$ cat src/rtl/pfg_pkg.sv
// Shared types for the power-fail chip-enable guard.
// Assumes nothing beyond IEEE 1800-2017 packages.
package pfg_pkg;
    typedef enum logic [1:0] {
        ST_HOLD  = 2'd0,  // recovery wait, reset asserted
        ST_RUN   = 2'd1,  // normal pass-through
        ST_DRAIN = 2'd2,  // power lost, in-flight cycle may finish
        ST_LOCK  = 2'd3   // power lost, all outputs inactive
    } pfg_state_e;

    function automatic int imax(input int a, input int b);
        return (a > b) ? a : b;
    endfunction
endpackage

$ cat src/rtl/pfg_timer.sv
// Tick-based interval timer: a prescaler makes one tick every TICK_CYC
// clocks, and a tick counter saturates at the limit given on lim.
// Assumes clr is pulsed on every state change; clr restarts both the
// prescaler and the counter, so intervals are exact in clocks.
module pfg_timer #(
    parameter int TICK_CYC = 250,
    parameter int CW       = 17
) (
    input  logic          clk,
    input  logic          rst_n,
    input  logic          clr,
    input  logic [CW-1:0] lim,
    output logic          done
);
    localparam int PW = (TICK_CYC > 1) ? $clog2(TICK_CYC) : 1;
    localparam logic [PW-1:0] PRE_LAST = PW'(TICK_CYC - 1);

    logic [PW-1:0] pre_q;
    logic [CW-1:0] cnt_q;

    // Advance the prescaler and count whole ticks up to the limit.
    always_ff @(posedge clk) begin
        if (!rst_n || clr) begin
            pre_q <= '0;
            cnt_q <= '0;
        end else if (pre_q == PRE_LAST) begin
            pre_q <= '0;
            if (cnt_q < lim) cnt_q <= cnt_q + 1'b1;
        end else begin
            pre_q <= pre_q + 1'b1;
        end
    end

    // Interval complete once the count reaches the limit.
    always_comb done = (cnt_q >= lim);
endmodule

$ cat src/rtl/pfg_fsm.sv
// Sequencer for the guard: recovery hold, run, drain and lock states.
// Captures the bank of the access in flight when power fails and picks
// the timer limit for the current state.
// Assumes pwr_ok is already synchronous to clk.
module pfg_fsm
    import pfg_pkg::*;
#(
    parameter int WPT_TICKS = 100,
    parameter int REC_TICKS = 80000,
    parameter int CW        = 17
) (
    input  logic          clk,
    input  logic          rst_n,
    input  logic          pwr_ok,
    input  logic          ce_n,
    input  logic          bank_sel,
    input  logic          tmr_done,
    output pfg_state_e    state,
    output logic          bank_q,
    output logic          tmr_clr,
    output logic [CW-1:0] tmr_lim
);
    pfg_state_e state_q, state_d;

    // Next-state selection.
    always_comb begin
        state_d = state_q;
        unique case (state_q)
            ST_HOLD:  if (!pwr_ok) state_d = ST_LOCK;
                      else if (tmr_done) state_d = ST_RUN;
            ST_RUN:   if (!pwr_ok) state_d = ce_n ? ST_LOCK : ST_DRAIN;
            ST_DRAIN: if (ce_n || tmr_done) state_d = ST_LOCK;
            ST_LOCK:  if (pwr_ok) state_d = ST_HOLD;
            default:  state_d = ST_LOCK;
        endcase
    end

    // State register; reset starts in the recovery hold.
    always_ff @(posedge clk) begin
        if (!rst_n) state_q <= ST_HOLD;
        else        state_q <= state_d;
    end

    // Track bank choice while running; frozen during drain.
    always_ff @(posedge clk) begin
        if (!rst_n)                bank_q <= 1'b0;
        else if (state_q == ST_RUN) bank_q <= bank_sel;
    end

    // Timer restarts on every transition; limit follows the state.
    always_comb begin
        tmr_clr = (state_d != state_q);
        tmr_lim = (state_q == ST_HOLD) ? CW'(REC_TICKS) : CW'(WPT_TICKS);
    end

    assign state = state_q;
endmodule

$ cat src/rtl/pfg_steer.sv
// Output stage: decodes the enable onto one of two banks when access is
// allowed, otherwise holds both inactive; derives the system reset.
// Assumes bank_q holds the bank of the in-flight access during drain.
module pfg_steer
    import pfg_pkg::*;
(
    input  pfg_state_e state,
    input  logic       ce_n,
    input  logic       bank_sel,
    input  logic       bank_q,
    output logic       ce1_n,
    output logic       ce2_n,
    output logic       sys_rst_n
);
    logic en;
    logic bank;

    // Gate and decode the processor enable.
    always_comb begin
        en        = (state == ST_RUN) || (state == ST_DRAIN);
        bank      = (state == ST_DRAIN) ? bank_q : bank_sel;
        ce1_n     = ce_n | ~en | bank;
        ce2_n     = ce_n | ~en | ~bank;
        sys_rst_n = en;
    end
endmodule

$ cat src/rtl/pf_ce_guard.sv
// Power-fail chip-enable write protector (top level).
// Steers an active-low enable to two banks while power is good. It lets an
// in-flight cycle finish under a timeout on power loss and holds reset
// through a recovery interval. Assumes pwr_ok is synchronous to clk and
// that TICK_CYC clocks make one microsecond.
module pf_ce_guard
    import pfg_pkg::*;
#(
    parameter int TICK_CYC  = 250,
    parameter int WPT_TICKS = 100,
    parameter int REC_TICKS = 80000
) (
    input  logic clk,
    input  logic rst_n,
    input  logic pwr_ok,
    input  logic ce_n,
    input  logic bank_sel,
    output logic ce1_n,
    output logic ce2_n,
    output logic sys_rst_n
);
    localparam int CNT_MAX = imax(WPT_TICKS, REC_TICKS);
    localparam int CW      = $clog2(CNT_MAX + 1);

    pfg_state_e    state;
    logic          bank_q;
    logic          tmr_clr;
    logic          tmr_done;
    logic [CW-1:0] tmr_lim;

    pfg_fsm #(
        .WPT_TICKS (WPT_TICKS),
        .REC_TICKS (REC_TICKS),
        .CW        (CW)
    ) u_fsm (
        .clk      (clk),
        .rst_n    (rst_n),
        .pwr_ok   (pwr_ok),
        .ce_n     (ce_n),
        .bank_sel (bank_sel),
        .tmr_done (tmr_done),
        .state    (state),
        .bank_q   (bank_q),
        .tmr_clr  (tmr_clr),
        .tmr_lim  (tmr_lim)
    );

    pfg_timer #(
        .TICK_CYC (TICK_CYC),
        .CW       (CW)
    ) u_timer (
        .clk   (clk),
        .rst_n (rst_n),
        .clr   (tmr_clr),
        .lim   (tmr_lim),
        .done  (tmr_done)
    );

    pfg_steer u_steer (
        .state     (state),
        .ce_n      (ce_n),
        .bank_sel  (bank_sel),
        .bank_q    (bank_q),
        .ce1_n     (ce1_n),
        .ce2_n     (ce2_n),
        .sys_rst_n (sys_rst_n)
    );
endmodule

$ cat config.mk
export PLATFORM = sky130hd
export DESIGN_NAME = pf_ce_guard
export DESIGN_NICKNAME = d
export VERILOG_FILES = /design/src/rtl/pfg_pkg.sv /design/src/rtl/pfg_timer.sv /design/src/rtl/pfg_fsm.sv /design/src/rtl/pfg_steer.sv /design/src/rtl/pf_ce_guard.sv
export SDC_FILE = /design/constraint.sdc
export NUM_CORES = 1
export LEC_CHECK = 0
export BUFFER_PORTS_ARGS = -buffer_cell sky130_fd_sc_hd__clkbuf_2
export CAP_MARGIN = 10
export CELL_PAD_IN_SITES_DETAIL_PLACEMENT = 1
export CELL_PAD_IN_SITES_GLOBAL_PLACEMENT = 1
export CORE_ASPECT_RATIO = 0.9
export CORE_MARGIN = 3
export CORE_UTILIZATION = 45
export CTS_CLUSTER_DIAMETER = 120
export CTS_CLUSTER_SIZE = 28
export DETAILED_ROUTE_END_ITERATION = 8
export PLACE_DENSITY = 0.82
export SKIP_CTS_REPAIR_TIMING = 1
export SLEW_MARGIN = 15
export SYNTH_ARGS = -nofsm -noshare
export SYNTH_HDL_FRONTEND = slang
export SYNTH_SLANG_ARGS = --single-unit
export TNS_END_PERCENT = 30
$ cat constraint.sdc
create_clock -name clk -period 5.6 [get_ports clk]
set_input_delay 0.84 -clock clk [delete_from_list [all_inputs] [get_ports clk]]
set_output_delay 0.84 -clock clk [all_outputs]
set_load 0.1 [all_outputs]
* Word-level counts from Yosys, hierarchy flattened *
Cells that the tools add are included.
W data, S select, Z words.

storage, ports and cells
  register bits after elaboration = 28
  output and inout port bits = 3

operators by class
  $add $sub $neg = 2
  magnitude comparators = 2
  equality and inequality tests = 5
  mux-type cells = 9
  bitwise operators = 5
  reduce and logical (&&, ||, !) cells = 7

operator list
  cell                     count
  $add A17 B1 Y17 const B  1
  $ge A17 B17 Y1           1
  $lt A17 B17 Y1           1
  $mux W17                 1
  $mux W2                  5
  $add A8 B1 Y8 const B    1
  $eq A8 B8 Y1 const B     1
  $pmux W2 S4              1
  $eq A2 B2 Y1 const B     2
  $logic_or A1 B1 Y1       3
  $or A1 B1 Y1             3
  $eq A2 B1 Y1 const B     1
  $logic_not A2 Y1         1
  $mux W1                  2
  $ne A2 B2 Y1             1
  $not A1 Y1               2
  $reduce_and A2 Y1        1
  $reduce_or A2 Y1         1
  $logic_not A1 Y1         1

* Longest topological paths before layout *
Gate-level depths: netlist of the first run.

  depth in word-level cells = 9
  gate-level depth with buffers = 12

* Cells and area by module *
From an unflattened synthesis of the first run, not the netlist that was laid out.

unflattened totals
  cells, all modules = 262
  area total of the unflattened synthesis = 2218.4 sq um

by module, submodules not included
  module     times used  cells each  area each (sq um)  sequential area each (sq um)
  pfg_timer  1           221         1901.8             500.5
  pfg_fsm    1           34          272.8              60.1
  pfg_steer  1           7           43.8               0.0

* Worst setup path after synthesis of the first run *
Ideal clock, no wire load.

  kind = reg2out
  start point = register u_fsm.state_q[0], in the netlist u_fsm.state[0]
  end point = output port ce1_n
  data arrival time = 2.277 ns
  required time = 4.760 ns
  setup slack = 2.483 ns
  stages on the path, launching flop included = 5
  path buffers = 0
  cell sequence = dfxtp_1 inv_1 ha_1 nor2b_1 nand2b_1

on the way
  word-level cells in the longest chain between the ends = 5

RTL lines
  element                                              line               text
  start, declared                                      pfg_fsm.sv:23      pfg_state_e state_q, state_d;
  start signal, assigned                               pfg_fsm.sv:41      else state_q <= state_d;
  $eq A2 B1 Y1 / $eq A2 B2 Y1 (equally long branches)  pfg_steer.sv:20    en = (state == ST_RUN) || (state == ST_DRAIN);
  $logic_or A1 B1 Y1 *                                 pfg_steer.sv:20
  via sys_rst_n                                        pf_ce_guard.sv:20  output logic sys_rst_n
  $not A1 Y1 *                                         pfg_steer.sv:22    ce1_n = ce_n | ~en | bank;
  $or A1 B1 Y1 * (2 in series)                         pfg_steer.sv:22
  end, declared                                        pf_ce_guard.sv:18  output logic ce1_n,

Mark *: on every way through the listed nets, which the timed path passes. The rest lies on a longest branch.

* Worst setup path after layout of the first run *
  start point = register u_fsm.state_q[0], in the netlist u_fsm.state[0]
  end point = register u_timer.pre_q[3]

on the way
  word-level cells in the longest chain between the ends = 9

RTL lines
  element                                               line                          text
  $logic_not A2 Y1                                      pfg_fsm.sv:28, pfg_fsm.sv:53
  $mux W17                                              pfg_fsm.sv:53                 tmr_lim = (state_q == ST_HOLD) ? CW'(REC_TICKS) : CW'(WPT_TICKS);
  $ge A17 B17 Y1                                        pfg_timer.sv:35               always_comb done = (cnt_q >= lim);
  $mux W2 / $logic_or A1 B1 Y1 (equally long branches)  pfg_fsm.sv:30, pfg_fsm.sv:32
  $mux W2 (on tied branches)                            pfg_fsm.sv:29, pfg_fsm.sv:32
  $pmux W2 S4                                           pfg_fsm.sv:28                 unique case (state_q)
  $ne A2 B2 Y1 *                                        pfg_fsm.sv:52                 tmr_clr = (state_d != state_q);
  $logic_or A1 B1 Y1 *                                  pfg_timer.sv:23               if (!rst_n || clr) begin
  $reduce_or A2 Y1 (no source line) *                   -
  end signal, assigned                                  pfg_timer.sv:30               pre_q <= pre_q + 1'b1;
  end, declared                                         pfg_timer.sv:18               logic [PW-1:0] pre_q;

Every way passes the cells marked *; elsewhere a longest branch is shown, timed or not.
A chain may end at the register's enable or synchronous reset.

==> metrics.txt, run 1 <==
total CTS buffers 3; startpoint types flip-flop; synth warn 0; DRC viols 0; worst r2r src u_fsm.state[0]$_SDFF_PN0_; clk buf depth 2; top-area cell type share of the netlist area 0.3041; first-pass GRT wire length 8266 µm; Hold Slack 0.4948 ns; Worst Hold Launch u_timer.pre_q[7]$_SDFF_PP0_; worst hold path type flip-flop to flip-flop; cell taking the most area after synthesis dfxtp_1; num ports 8; met1 usage 0.2675; Gate Count Post-Synth 211; combinational cell fraction of total power 0.508; DP HPWL around 3600 µm; # Max-Cap Violations 0; Top FF cell, synth dfxtp_1; grt met2 use 0.3838; Post-synth EDFFs 0; Overflow after GRT 0; CTS tree done; hold worst-path end u_timer.pre_q[7]$_SDFF_PP0_; cell count of the worst reg-to-reg path 10; register area share after synthesis 0.3041; vias in the first global route 1745; Synth top cells by count dfxtp_1 (28), nor2_1 (18), nand2_1 (16); crit end category flip-flop; Initial Util 0.4804; Hold Fails Final Rpt 0; GR peak layer met2; wire length per cell approximately 18 µm; Multi-input gate area 1195 µm²; H-tree depth 1; DRC marker count from the first detailed-route iteration 56; Layout Area Growth over Synthesis 5.703%; sum of negative setup slack 0 ns; Pins Over Slew Limit 0; Core ar. about 3800 µm²; fraction of layout cells with a size suffix above 1 0.1106; WL final roughly 4800 µm; final design utilization 0.5078; Cells on Worst Hold Path 2; count leader, synth dfxtp_1; post-route ant nets 0; Clock power frac 0.172; # fillers 471; full die area 4901 µm²; largest net degree at the start of global routing 26; Internal Power ~0.00038 W; #FFs+latches synth 28; initial antenna violation count 0; vias 1621; worst-path fanout max 25; Post-Synthesis Net Count 230; Seq pwr share 0.320; status finished, final reports clean; # rows 21; count of cell types in the netlist 49; Setup WS post-layout 1.033 ns; P_sw 0.0003615 W; critical path class flip-flop to flip-flop; Worst Skew 0.005133 ns; part of the cycle the worst path needs 0.8156; Power Density between 300 and 400 nW/µm²; synthesized area 1843 µm²; Reg-to-Reg End u_timer.pre_q[3]$_SDFF_PP0_; min Tclk post-route approximately 4.6 ns; R2R setup slack 1.03 ns; CTS Sinks 28; root buf cell clkbuf_8; IR drop worst, VDD 0.1661 mV; clock network latency to the later pin of the worst-skew pair 0.28 ns; Antenna Cells 0; Max transition margin 0.2793; syn avg cell area 8.735 µm²; GRT Total Usage 0.2173; Clock transition at path regs 0.10 ns; Sw Ratio 0.4846; die height 66.71 µm; pre-CTS setup slack 1.177 ns; chip width 73.46 µm; TritonRoute pass-1 iters 4; asr flop ratio synth 0; DR vias/cell 6.163; unrepaired setup endpoints after global routing false; RePlAce Congestion 0.9127; Slew @ Worst Pin 1.081 ns; met3 Use GR 0.03167; Max Fclk 219.0 MHz; register area between 500 and 600 µm²; Arr. time, crit path 4.69 ns; leakage power 0.6311 nW; main area contributors after synthesis dfxtp_1 (30%), ha_1 (9.5%), xnor2_1 (6.7%); CP required 5.72 ns; Final nets 237; count of final setup violators 0; I/O Buffers 7
==> cell usage in the layout (no fill, tap or decap), types with 2 or more instances in the layout <==
master | Yosys | layout
dfxtp_1 | 28 | 28
nor2_1 | 18 | 18
nand2_1 | 16 | 16
xnor2_1 | 14 | 14
ha_1 | 14 | 14
nor3_1 | 13 | 13
inv_1 | 12 | 12
nand3_1 | 9 | 9
a21oi_1 | 9 | 9
o21ai_0 | 7 | 7
clkbuf_2 | 0 | 7
xor2_1 | 6 | 6
nand4_1 | 5 | 5
or3_1 | 4 | 4
clkbuf_8 | 0 | 4
nor2b_1 | 3 | 3
and4_1 | 3 | 3
nor4_1 | 3 | 3
mux2_2 | 2 | 2
nand2b_1 | 2 | 2
mux2i_1 | 2 | 2
nor3b_1 | 2 | 2
a31oi_1 | 2 | 2
nand3b_1 | 2 | 2
o2111ai_1 | 2 | 2
o31ai_1 | 2 | 2
nor3_2 | 2 | 2
and2_1 | 2 | 2
and3_1 | 2 | 2
nor4b_1 | 2 | 2
==> worst max-delay path by stage <==
stage                              startpoint                           to  cells after the start
floorplan           u_fsm.state[0]$_SDFF_PN0_                        ce1_n                      4
global placement    u_fsm.state[0]$_SDFF_PN0_  u_timer.pre_q[6]$_SDFF_PP0_                     10
global route        u_fsm.state[0]$_SDFF_PN0_  u_timer.pre_q[3]$_SDFF_PP0_                     10
CTS                 u_fsm.state[0]$_SDFF_PN0_  u_timer.pre_q[3]$_SDFF_PP0_                     10
finish              u_fsm.state[0]$_SDFF_PN0_  u_timer.pre_q[3]$_SDFF_PP0_                     10
detailed placement  u_fsm.state[0]$_SDFF_PN0_  u_timer.pre_q[3]$_SDFF_PP0_                     10
==> logic make-up (layout without fill, tap and decap cells) <==
kind of cell / Yosys count / in the layout / share of synthesized area
mux: 4 / 4 / 0.02308
xor+xnor: 20 / 20 / 0.09505
buf+inv: 17 / 23 / 0.04751
compound gates: 34 / 34 / 0.1534
flops: 28 / 28 / 0.3041
simple gates: 94 / 94 / 0.2817
fa+ha+maj: 14 / 14 / 0.09505
==> power groups by stage <==
stage               Combinational, W  Clock, W  Sequential [W]
floorplan                   0.000328         0        0.000236
global placement            0.000354         0        0.000240
detailed placement          0.000377         0        0.000242
CTS                         0.000379  0.000133        0.000238
global route                0.000413  0.000142        0.000240
finish                      0.000379  0.000128        0.000239
==> metrics by stage <==
step	std cells	area (µm²)	total power [W]
2_1_floorplan	211	1843	0.0005637
3_3_place_gp	259	1893	0.0005940
3_5_place_dp	259	1893	0.0006195
4_1_cts	263	1948	0.0007496
5_1_grt	263	1948	0.0007955
6_report	263	1948	0.0007461
==> state kept, by name (all words and copies together) (netlist names) <==
name and flops:
u_fsm.state 2, u_timer.pre_q 8, u_timer.cnt_q 17, u_fsm.bank_q 1
==> critical path: stages (launching register included) <==
cell      delay [ns]
dfxtp_1         0.42
inv_1           0.19
ha_1            0.49
inv_1           0.25
ha_1            0.38
nor3b_1         0.29
nand4_1         0.26
a311oi_2        0.84
nor4_2          0.15
o31ai_4         0.94
nor3_1          0.17
==> area by class of cell <==
class                      instances  share of cell area
timing repair buffer               7             0.01798
clock buffer                       4             0.02826
inverter                          12             0.02312
multi-input combinational        166              0.6134
sequential                        28              0.2877
tap                               46             0.02954
==> layer usage <==
layer	vias to the layer above	part of all wire
met1	805	0.44
met3	7	0.036
met5	-	0
met4	0	0.014
li1	774	-
met2	35	0.51
No activity file was read; power rests on OpenSTA's default activity.
==> run 2, diff against run 1 <==
--- a/config.mk
+++ b/config.mk
@@ -11,11 +11,11 @@
 export CELL_PAD_IN_SITES_GLOBAL_PLACEMENT = 1
 export CORE_ASPECT_RATIO = 0.9
 export CORE_MARGIN = 3
-export CORE_UTILIZATION = 45
+export CORE_UTILIZATION = 42
 export CTS_CLUSTER_DIAMETER = 120
 export CTS_CLUSTER_SIZE = 28
 export DETAILED_ROUTE_END_ITERATION = 8
-export PLACE_DENSITY = 0.82
+export PLACE_DENSITY = 0.81
 export SKIP_CTS_REPAIR_TIMING = 1
 export SLEW_MARGIN = 15
 export SYNTH_ARGS = -nofsm -noshare
==> constraint.sdc (replaced) <==
create_clock -name clk -period 4.2 [get_ports clk]
set_input_delay 0.63 -clock clk [delete_from_list [all_inputs] [get_ports clk]]
set_output_delay 0.63 -clock clk [all_outputs]
set_load 0.1 [all_outputs]
==> run 2 against run 1 <==
Net effect: critical path type unchanged; total power increased by 36%; flip-flop and latch count is the same; hold slack improved by 0.0065 ns; clock power up 36%; sequential share of layout area fell by 0.58 points; non-clock buffer count increased by 3; clock-buffer cell count is the same; worst setup slack worse by 0.30 ns; cell area grew 2.1%; wire length down 8.6%; register-to-register slack worse by 0.30 ns.
==> metrics.txt, run 2 (synthesis gave the netlist of run 1 again) <==
status finished, final reports clean; Hold Slack 0.5013 ns; most common cell after layout, fill and taps aside dfxtp_1; root buf cell clkbuf_8; # Max-Cap Violations 0; Initial Util 0.4434; total CTS buffers 3; min Tclk post-route ~3.5 ns; Max transition margin 0.6058; Max Fclk 288.8 MHz; wire length per cell 15.71 µm; Antenna Cells 0; chip width 75.83 µm; # rows 22; leakage power 0.6456 nW; most frequent cells in the layout dfxtp_1 (28), nor2_1 (18), nand2_1 (16); num ports 8; # fillers roughly 500; final design utilization 0.4783; Clock transition at path regs approximately 0.11 ns; register area 560.5 µm²; crit end category flip-flop; DP HPWL 3280 µm; sum of negative setup slack 0 ns; Slew @ Worst Pin 0.5859 ns; post-route ant nets 0; Arr. time, crit path 3.68 ns; DR vias/cell 5.575; first-pass GRT wire length 7327 µm; part of the cycle the worst path needs 0.8244; DRC marker count from the first detailed-route iteration 94; fraction of layout cells with a size suffix above 1 0.1227; max FFs per register 17; CP required 4.41 ns; RePlAce Congestion 0.8353; Core ar. 4156 µm²; worst hold path type flip-flop to flip-flop; Hold Fails Final Rpt 0; largest net degree at the start of global routing 16; WL final 4400 µm; Worst Skew between 0.01 and 0.015 ns; Final Instance Area 1988 µm²; startpoint types flip-flop; critical path class flip-flop to flip-flop; CTS Sinks 28; unrepaired setup endpoints after global routing false; vias ~1600; Final nets between 200 and 250; worst-path fanout max 13; GRT Total Usage 0.1864; Power Density 511.6 nW/µm²; Overflow after GRT 0; IR drop worst, VDD 0.2813 mV; Layout Area Growth over Synthesis 7.875%; I/O Buffers 7; DRC viols 0; clk buf depth 2; total power approximately 0.0010 W; initial antenna violation count 0; Pins Over Slew Limit 0; clock network latency to the later pin of the worst-skew pair approximately 0.29 ns; Multi-input gate area about 1200 µm²; largest reg by FF count u_timer.cnt_q; count of final setup violators 0; H-tree depth 1; CTS tree done; vias in the first global route 1474; placed inst area around 1900 µm²; full die area 5220 µm²; die height 68.85 µm; TritonRoute pass-1 iters 4
## run 2: area by class of cell
type	count	share of cell area
inverter	12	0.02266
clock buffer	4	0.02769
tap	60	0.03776
sequential	28	0.2819
multi-input combinational	166	0.6010
timing repair buffer	10	0.02895
## run 2: worst paths after layout
check | startpoint | to | slack [ns] | depth (start not counted)
max reg2reg | u_fsm.state[0]$_SDFF_PN0_ | u_timer.pre_q[5]$_SDFF_PP0_ | 0.74 | 11
min reg2reg | u_fsm.bank_q$_SDFFE_PN0N_ | u_fsm.bank_q$_SDFFE_PN0N_ | 0.50 | 2
min | u_fsm.bank_q$_SDFFE_PN0N_ | u_fsm.bank_q$_SDFFE_PN0N_ | 0.50 | 2
max | u_fsm.state[0]$_SDFF_PN0_ | u_timer.pre_q[5]$_SDFF_PP0_ | 0.74 | 11
## run 2: power breakdown
group          total, W  leakage, nW  internal (W)  switching, W
Combinational  0.000526        0.390      0.000163      0.000363
Clock          0.000174       0.0288     0.0000842     0.0000897
Sequential     0.000317        0.226      0.000284     0.0000324
Total           0.00102        0.646      0.000532      0.000486
## run 2: worst max-delay path, cell delays in order (launching register included)
cell and delay (ns):
dfxtp_1 0.42, inv_1 0.19, ha_1 0.48, inv_1 0.22, ha_1 0.37, o21a_1 0.15, a221oi_4 0.37, o211ai_4 0.18
nor4_2 0.46, o31ai_4 0.12, buf_4 0.21, nor3_1 0.20
## run 2: per-stage QoR
| step | cells | setup slack (ns) |
|---|---|---|
| CTS | 280 | 0.7348 |
| detailed placement | 276 | 0.7522 |
| floorplan | 211 | 1.260 |
| global route | 280 | 0.4439 |
| finish | 280 | 0.7377 |
| global placement | 276 | 0.9586 |
## run 2: per-layer routing
metal  global-route usage  part of all wire  vias up
met3              0.03913             0.030        5
met4              0.06114             0.012        0
met1               0.2720              0.50      760
met5                    0                 0        -
met2               0.2692              0.45       19
li1                     -                 -      777
